**src/rtl/sync_upd_pkg.sv**
```systemverilog
package sync_upd_pkg;
   typedef enum logic [1:0] {
      UPD_MANUAL = 2'd0,
      UPD_AUTO   = 2'd1,
      UPD_DMA    = 2'd2,
      UPD_RSVD   = 2'd3
   } upd_mode_e;

   typedef enum logic [1:0] {
      REQ_OFF        = 2'd0,
      REQ_PERIOD     = 2'd1,
      REQ_PERIOD_DMA = 2'd2,
      REQ_COMPARE    = 2'd3
   } req_mode_e;
endpackage

```
**src/rtl/sync_upd_timer.sv**
```systemverilog
module sync_upd_timer #(
   parameter int UPW = 4
) (
   input  logic           clk,
   input  logic           rst_n,
   input  logic           period_end,
   input  logic [UPW-1:0] reload,
   output logic           elapsed
);
   logic [UPW-1:0] cnt_q;

   assign elapsed = period_end && (cnt_q == '0);

   always_ff @(posedge clk or negedge rst_n) begin
      if (!rst_n) begin
         cnt_q <= '0;
      end else if (period_end) begin
         if (cnt_q == '0) cnt_q <= reload;
         else             cnt_q <= cnt_q - 1'b1;
      end
   end
endmodule

```
**src/rtl/sync_upd_reqgen.sv**
```systemverilog
module sync_upd_reqgen
   import sync_upd_pkg::*;
#(
   parameter int NCMP = 8,
   localparam int SELW = (NCMP > 1) ? $clog2(NCMP) : 1
) (
   input  logic            clk,
   input  logic            rst_n,
   input  upd_mode_e       mode,
   input  req_mode_e       reqm,
   input  logic [SELW-1:0] sel,
   input  logic            elapsed,
   input  logic [NCMP-1:0] cmp_match,
   input  logic            wrdy_clr,
   input  logic            dma_ack,
   output logic            wrdy,
   output logic            dma_req
);
   logic hit;
   logic wrdy_set;
   logic dma_set;

   generate
      if (NCMP == 1) begin : g_single
         logic unused_sel;
         assign unused_sel = ^sel;
         assign hit = cmp_match[0];
      end else begin : g_multi
         assign hit = cmp_match[sel];
      end
   endgenerate

   always_comb begin
      unique case (reqm)
         REQ_OFF:        wrdy_set = 1'b0;
         REQ_PERIOD:     wrdy_set = elapsed;
         REQ_PERIOD_DMA: wrdy_set = elapsed;
         default:        wrdy_set = hit;
      endcase
      dma_set = (mode == UPD_DMA) &&
                (((reqm == REQ_PERIOD_DMA) && elapsed) ||
                 ((reqm == REQ_COMPARE) && hit));
   end

   always_ff @(posedge clk or negedge rst_n) begin
      if (!rst_n) begin
         wrdy    <= 1'b0;
         dma_req <= 1'b0;
      end else begin
         if (wrdy_set)      wrdy <= 1'b1;
         else if (wrdy_clr) wrdy <= 1'b0;
         if (dma_set)       dma_req <= 1'b1;
         else if (dma_ack)  dma_req <= 1'b0;
      end
   end
endmodule

```
**src/rtl/sync_upd_chan.sv**
```systemverilog
module sync_upd_chan #(
   parameter int PW = 16,
   parameter int DW = 16
) (
   input  logic          clk,
   input  logic          rst_n,
   input  logic          wr_en,
   input  logic [PW-1:0] wr_period,
   input  logic [DW-1:0] wr_duty,
   input  logic          dma_en,
   input  logic [DW-1:0] dma_duty,
   input  logic          apply,
   output logic [PW-1:0] act_period,
   output logic [DW-1:0] act_duty
);
   logic [PW-1:0] stg_period;
   logic [DW-1:0] stg_duty;

   always_ff @(posedge clk or negedge rst_n) begin
      if (!rst_n) begin
         stg_period <= '0;
         stg_duty   <= '0;
         act_period <= '0;
         act_duty   <= '0;
      end else begin
         if (wr_en) begin
            stg_period <= wr_period;
            stg_duty   <= wr_duty;
         end
         if (dma_en) stg_duty <= dma_duty;
         if (apply) begin
            act_period <= stg_period;
            act_duty   <= stg_duty;
         end
      end
   end
endmodule

```
**src/rtl/sync_pwm_upd_ctrl.sv**
```systemverilog
module sync_pwm_upd_ctrl
   import sync_upd_pkg::*;
#(
   parameter int NCH  = 4,
   parameter int PW   = 16,
   parameter int DW   = 16,
   parameter int UPW  = 4,
   parameter int NCMP = 8,
   localparam int SELW = (NCMP > 1) ? $clog2(NCMP) : 1,
   localparam int CHW  = (NCH > 1) ? $clog2(NCH) : 1
) (
   input  logic              clk,
   input  logic              rst_n,
   input  logic              wr_en,
   input  logic              wp_sw,
   input  logic              wp_hw,
   input  logic [NCH-1:0]    wr_sync,
   input  logic [1:0]        wr_mode,
   input  logic [1:0]        wr_req,
   input  logic [SELW-1:0]   wr_sel,
   input  logic [UPW-1:0]    wr_upr,
   output logic [NCH-1:0]    cfg_sync,
   output logic [1:0]        cfg_mode,
   output logic [1:0]        cfg_req,
   output logic [SELW-1:0]   cfg_sel,
   output logic [UPW-1:0]    cfg_upr,
   input  logic              unlock_set,
   input  logic              period_end,
   input  logic              buf_we,
   input  logic [CHW-1:0]    buf_ch,
   input  logic [PW-1:0]     buf_period,
   input  logic [DW-1:0]     buf_duty,
   input  logic              dma_ack,
   input  logic [CHW-1:0]    dma_ch,
   input  logic [DW-1:0]     dma_duty,
   input  logic [NCMP-1:0]   cmp_match,
   input  logic              status_rd,
   output logic [NCH*PW-1:0] act_period,
   output logic [NCH*DW-1:0] act_duty,
   output logic              unlock_pend,
   output logic              wrdy,
   output logic              dma_req
);
   generate
      if (NCH < 1 || NCH > 4) begin : g_bad_nch
         $error("sync_pwm_upd_ctrl: NCH must be 1 to 4");
      end
      if (UPW < 1 || PW < 1 || DW < 1) begin : g_bad_width
         $error("sync_pwm_upd_ctrl: widths must be positive");
      end
      if (NCMP < 1 || NCMP > 8 || (NCMP & (NCMP - 1)) != 0) begin : g_bad_ncmp
         $error("sync_pwm_upd_ctrl: NCMP must be a power of two up to 8");
      end
   endgenerate

   upd_mode_e mode_q;
   req_mode_e reqm_q;
   logic      cfg_ok;
   logic      elapsed;
   logic      commit;
   logic      wrdy_clr;

   assign cfg_ok = wr_en && !wp_sw && !wp_hw;

   always_ff @(posedge clk or negedge rst_n) begin
      if (!rst_n) begin
         cfg_sync <= '0;
         mode_q   <= UPD_MANUAL;
         reqm_q   <= REQ_OFF;
         cfg_sel  <= '0;
         cfg_upr  <= '0;
      end else if (cfg_ok) begin
         cfg_sync <= wr_sync;
         mode_q   <= upd_mode_e'(wr_mode);
         reqm_q   <= req_mode_e'(wr_req);
         cfg_sel  <= wr_sel;
         cfg_upr  <= wr_upr;
      end
   end

   assign cfg_mode = mode_q;
   assign cfg_req  = reqm_q;

   sync_upd_timer #(.UPW(UPW)) u_timer (
      .clk        (clk),
      .rst_n      (rst_n),
      .period_end (period_end),
      .reload     (cfg_upr),
      .elapsed    (elapsed)
   );

   always_comb begin
      unique case (mode_q)
         UPD_MANUAL: commit = period_end && unlock_pend;
         UPD_AUTO:   commit = elapsed;
         UPD_DMA:    commit = elapsed;
         default:    commit = 1'b0;
      endcase
   end

   always_ff @(posedge clk or negedge rst_n) begin
      if (!rst_n)                              unlock_pend <= 1'b0;
      else if (unlock_set)                     unlock_pend <= 1'b1;
      else if (commit && mode_q == UPD_MANUAL) unlock_pend <= 1'b0;
   end

   assign wrdy_clr = status_rd || buf_we || dma_ack;

   sync_upd_reqgen #(.NCMP(NCMP)) u_req (
      .clk       (clk),
      .rst_n     (rst_n),
      .mode      (mode_q),
      .reqm      (reqm_q),
      .sel       (cfg_sel),
      .elapsed   (elapsed),
      .cmp_match (cmp_match),
      .wrdy_clr  (wrdy_clr),
      .dma_ack   (dma_ack),
      .wrdy      (wrdy),
      .dma_req   (dma_req)
   );

   generate
      for (genvar i = 0; i < NCH; i++) begin : g_ch
         logic ch_wr;
         logic ch_dma;
         logic ch_apply;
         assign ch_wr    = buf_we && (buf_ch == CHW'(i));
         assign ch_dma   = dma_ack && (mode_q == UPD_DMA) && (dma_ch == CHW'(i));
         assign ch_apply = period_end && (!cfg_sync[i] || commit);

         sync_upd_chan #(.PW(PW), .DW(DW)) u_chan (
            .clk        (clk),
            .rst_n      (rst_n),
            .wr_en      (ch_wr),
            .wr_period  (buf_period),
            .wr_duty    (buf_duty),
            .dma_en     (ch_dma),
            .dma_duty   (dma_duty),
            .apply      (ch_apply),
            .act_period (act_period[i*PW +: PW]),
            .act_duty   (act_duty[i*DW +: DW])
         );
      end
   endgenerate
endmodule

```
**config.mk**
```make
export PLATFORM = sky130hd
export DESIGN_NAME = sync_pwm_upd_ctrl
export DESIGN_NICKNAME = d
export VERILOG_FILES = /design/src/rtl/sync_upd_pkg.sv /design/src/rtl/sync_upd_timer.sv /design/src/rtl/sync_upd_reqgen.sv /design/src/rtl/sync_upd_chan.sv /design/src/rtl/sync_pwm_upd_ctrl.sv
export SDC_FILE = /design/constraint.sdc
export NUM_CORES = 1
export LEC_CHECK = 0
export ABC_AREA = 1
export BUFFER_PORTS_ARGS = -buffer_cell sky130_fd_sc_hd__buf_2
export CORE_MARGIN = 8
export CORE_UTILIZATION = 41
export CTS_CLUSTER_SIZE = 8
export DETAILED_ROUTE_END_ITERATION = 7
export GPL_ROUTABILITY_DRIVEN = 0
export HOLD_SLACK_MARGIN = 0.08
export PLACE_DENSITY = 0.68
export SLEW_MARGIN = 10
export SYNTH_ARGS = -nofsm -noshare
export SYNTH_HDL_FRONTEND = slang
export SYNTH_SLANG_ARGS = --single-unit
```
**constraint.sdc**
```tcl
create_clock -name clk -period 1.79 [get_ports clk]
set_input_delay 0.179 -clock clk [delete_from_list [all_inputs] [get_ports clk]]
set_output_delay 0.179 -clock clk [all_outputs]
set_load 0.005 [all_outputs]
```
==> impl_metrics.csv <==
group,metric,value,unit
die,initial_core_utilization,0.418,
grt,groute.layer.met3.usage,0.0679,
timing,worst_clock_skew,0.0166,ns
die,placeableCoreArea,27900,um2
clock_network,tritoncts,"done",
die,number_of_primary_i_o_pins,231,
clock_network,cts-root-to-sink-buffers,3,
power,seqPwrFrac,0.441,
routing,drcViolationCount,0,
cells_and_area,final_common_cell,"nand2_1",
clock_network,cts.clk_slew.worst_paths,0.05,ns
power,power_report.internal_total,13.6,mW
die,fp.dieW,185,um
routing,dr.first_iter.drc_count,854,
grt,first_pass_grt_wire_length,57700,um
logic_synthesis,number_of_library_cell_types_mapped_by_synthesis,22,
timing,finalSetupViolations,0,
timing,rsz0062_at_grt,"yes",
logic_synthesis,ys_top_cells_by_area,"dfrtp_1 (60%), nand3_1 (12%), nand2_1 (11%)",
timing,number_of_pins_exceeding_their_max_slew_limit_in_the_final_report,0,
die,floorplan.die.height,185,um
place,placement.setup.worst_slack,0.0314,ns
grt,grt_pass1_vias,10400,
critical_path,cp.required,2.19,ns
logic_synthesis,postSynthNetCount,1343,
job,drv.max_cap_violation_count,0,
routing,wirelength,37100,um
place,hpwlAfterDp,24200,um
power,fin_total_pwr,19.6,mW
critical_path,crit_start_category,"register",
logic_synthesis,yosys.area.top_type,"dfrtp_1",
grt,grt.met2_usage,0.310,
power,total_leakage_power,7.84,nW
critical_path,timing.critical_path.arrival,2.12,ns
cells_and_area,post-route-util,0.542,
routing,routed-via-count,10200,
power,peakVddDrop,0.794,mV
logic_synthesis,synthesis.yosys.warnings,0,
clock_network,latest_clock_arrival_within_the_worst_skew_pair,0.53,ns
critical_path,crit_fanout,16,
logic_synthesis,synth-seq-area-share,0.597,
cells_and_area,layout.cells.most_common_list,"nand2_1 (348), dfrtp_1 (278), nand3_1 (269)",
power,power_density,1300,nW/um2
cells_and_area,nets,1625,
grt,gr-usage-met1,0.288,
routing,drt-vias-per-instance,5.30,
logic_synthesis,syn_inst,1250,
critical_path,critical_path_class,"register to register",
clock_network,numCtsBuffers,40,
clock_network,cts_sinks,278,
routing,postRouteAntennaNets,0,
timing,slew_headroom,0.608,
logic_synthesis,avgSynthCellArea,9.32,um2
logic_synthesis,synthesis.area,11600,um2
clock_network,cts-htree-levels,2,
routing,first_pass_iters,5,
grt,grt_start_max_net_pins,74,
critical_path,crit_path_end_kind,"register",
timing,timing.fmax,581,MHz
timing,worst_slew_pin_slew,0.588,ns
timing,finalSetupTns,0,ns
timing,final.setup.worst_slack,0.0696,ns
grt,overall_track_demand_over_capacity_in_global_routing,0.213,
timing,hold_viol_final,0,
worst_hold_path,hold_path.class,"input pin to register",
routing,wl_per_cell,19.4,um
clock_network,clk_root_buffer_cell,"clkbuf_16",
logic_synthesis,synthDominantCellAreaShare,0.597,
die,floorplan.rows,61,
timing,period_minus_slack,1.72,ns
grt,grt_antenna_before_repair,6,
power,net-switching-power,6.06,mW
place,dp.cells,1797,
power,pwr-share-comb,0.218,
grt,grt_overflow_total,0,
power,clock_share_of_power,0.341,
outcome,outcome,"complete, no violations",
grt,layer_with_the_highest_usage,"met2",
place,buffer_ports.inserted,230,
cells_and_area,synthToLayoutAreaGrowth,29.6,%
cells_and_area,stdcell_count,1917,
cells_and_area,layout-drive-gt1-share,0.210,
power,power_switching_share,0.308,
timing,timing.final.crit_share,0.961,
logic_synthesis,synth-seq-cells,278,
die,dieArea,34100,um2
power by group through the flow:
stage | Sequential [mW] | Clock, mW | Combinational (mW)
after floorplan | 8.62 | 0 | 2.05
after CTS | 8.64 | 6.80 | 4.15
after detailed placement | 8.72 | 0 | 4.00
after global routing | 8.84 | 7.06 | 4.84
after global placement | 8.68 | 0 | 3.90
final | 8.67 | 6.69 | 4.28
worst paths after layout:
kind | startpoint | end | slack, ns | cells past startpoint
max | cfg_mode[1] | g_ch[0].u_chan.act_duty[9] | 0.07 | 9
min | buf_we | u_req.wrdy | 0.09 | 4
max reg2reg | cfg_mode[1] | g_ch[0].u_chan.act_duty[9] | 0.07 | 9
min reg2reg | g_ch[2].u_chan.act_period[6] | g_ch[2].u_chan.act_period[6] | 0.46 | 2
max in group asynchronous | rst_n | g_ch[0].u_chan.act_duty[11] | 1.03 | 3
min in group asynchronous | rst_n | g_ch[2].u_chan.act_period[6] | 0.11 | 2
cells by family after synthesis:
logic type / count (synthesis) / synth area share
fa+ha+maj: 8 / 0.00860
compound gates: 154 / 0.0808
simple gates: 652 / 0.246
xor+xnor: 1 / 0.000752
buf+inv: 157 / 0.0661
flops: 278 / 0.597
layer usage:
layer | up-vias | routed length, um
li1 | 4715 | -
met1 | 4867 | 15900
met2 | 454 | 16200
met3 | 115 | 3520
met4 | 6 | 1460
met5 | - | 34
cell usage after synthesis:
master,number
nand3b_1,1
buf_4,13
nand4_1,1
o21ai_0,79
ha_1,8
or3b_2,1
dfrtp_1,278
o211ai_1,64
nand2_1,350
inv_1,70
nand2_4,9
o211a_1,1
a21oi_1,7
nand2_2,1
buf_2,33
xor2_1,1
nor2_1,16
clkbuf_1,29
o22ai_1,2
nand3_1,273
a21o_1,1
buf_6,12
sequential cells by signal, indices dropped and copies added (netlist names):
register / cells
cfg_sel: 3
cfg_upr: 4
u_timer.cnt_q: 4
u_req.wrdy: 1
cfg_mode: 2
g_ch.u_chan.stg_period: 64
g_ch.u_chan.act_duty: 64
unlock_pend: 1
u_req.dma_req: 1
g_ch.u_chan.act_period: 64
cfg_sync: 4
cfg_req: 2
g_ch.u_chan.stg_duty: 64
worst max-delay path, stage by stage, from the launching register on:
cell     delay (ns)
dfrtp_1        0.39
inv_1          0.08
ha_1           0.27
nand4_1        0.10
nand2_2        0.13
nand2_8        0.11
nand2_8        0.15
nand2_8        0.14
nand2_2        0.13
nand2_1        0.09
area by class of cell:
class                      count  area (um2)
timing repair buffer         324        2240
clock inverter                 3        70.1
tap                          378         473
inverter                      70         263
clock buffer                  42        1010
sequential                   278        6960
fill                        2492       12800
antenna                        4        10.0
multi-input combinational    818        4070
per-stage QoR:
step / hold WS [ns] / instance area, um2
2_1_floorplan: -0.117 / 11600
3_3_place_gp: 0.0662 / 13200
3_5_place_dp: 0.0727 / 13200
4_1_cts: 0.0851 / 14900
5_1_grt: 0.0936 / 15100
6_report: 0.0924 / 15100
repair_timing:
action,4_1_cts,5_1_grt
hold buffers,66,0
resized for setup,0,13
setup buffers,0,0
setup endpoints to repair,0,156
endpoints found under the hold margin,414,0
No activity file was read; power rests on OpenSTA's default activity.
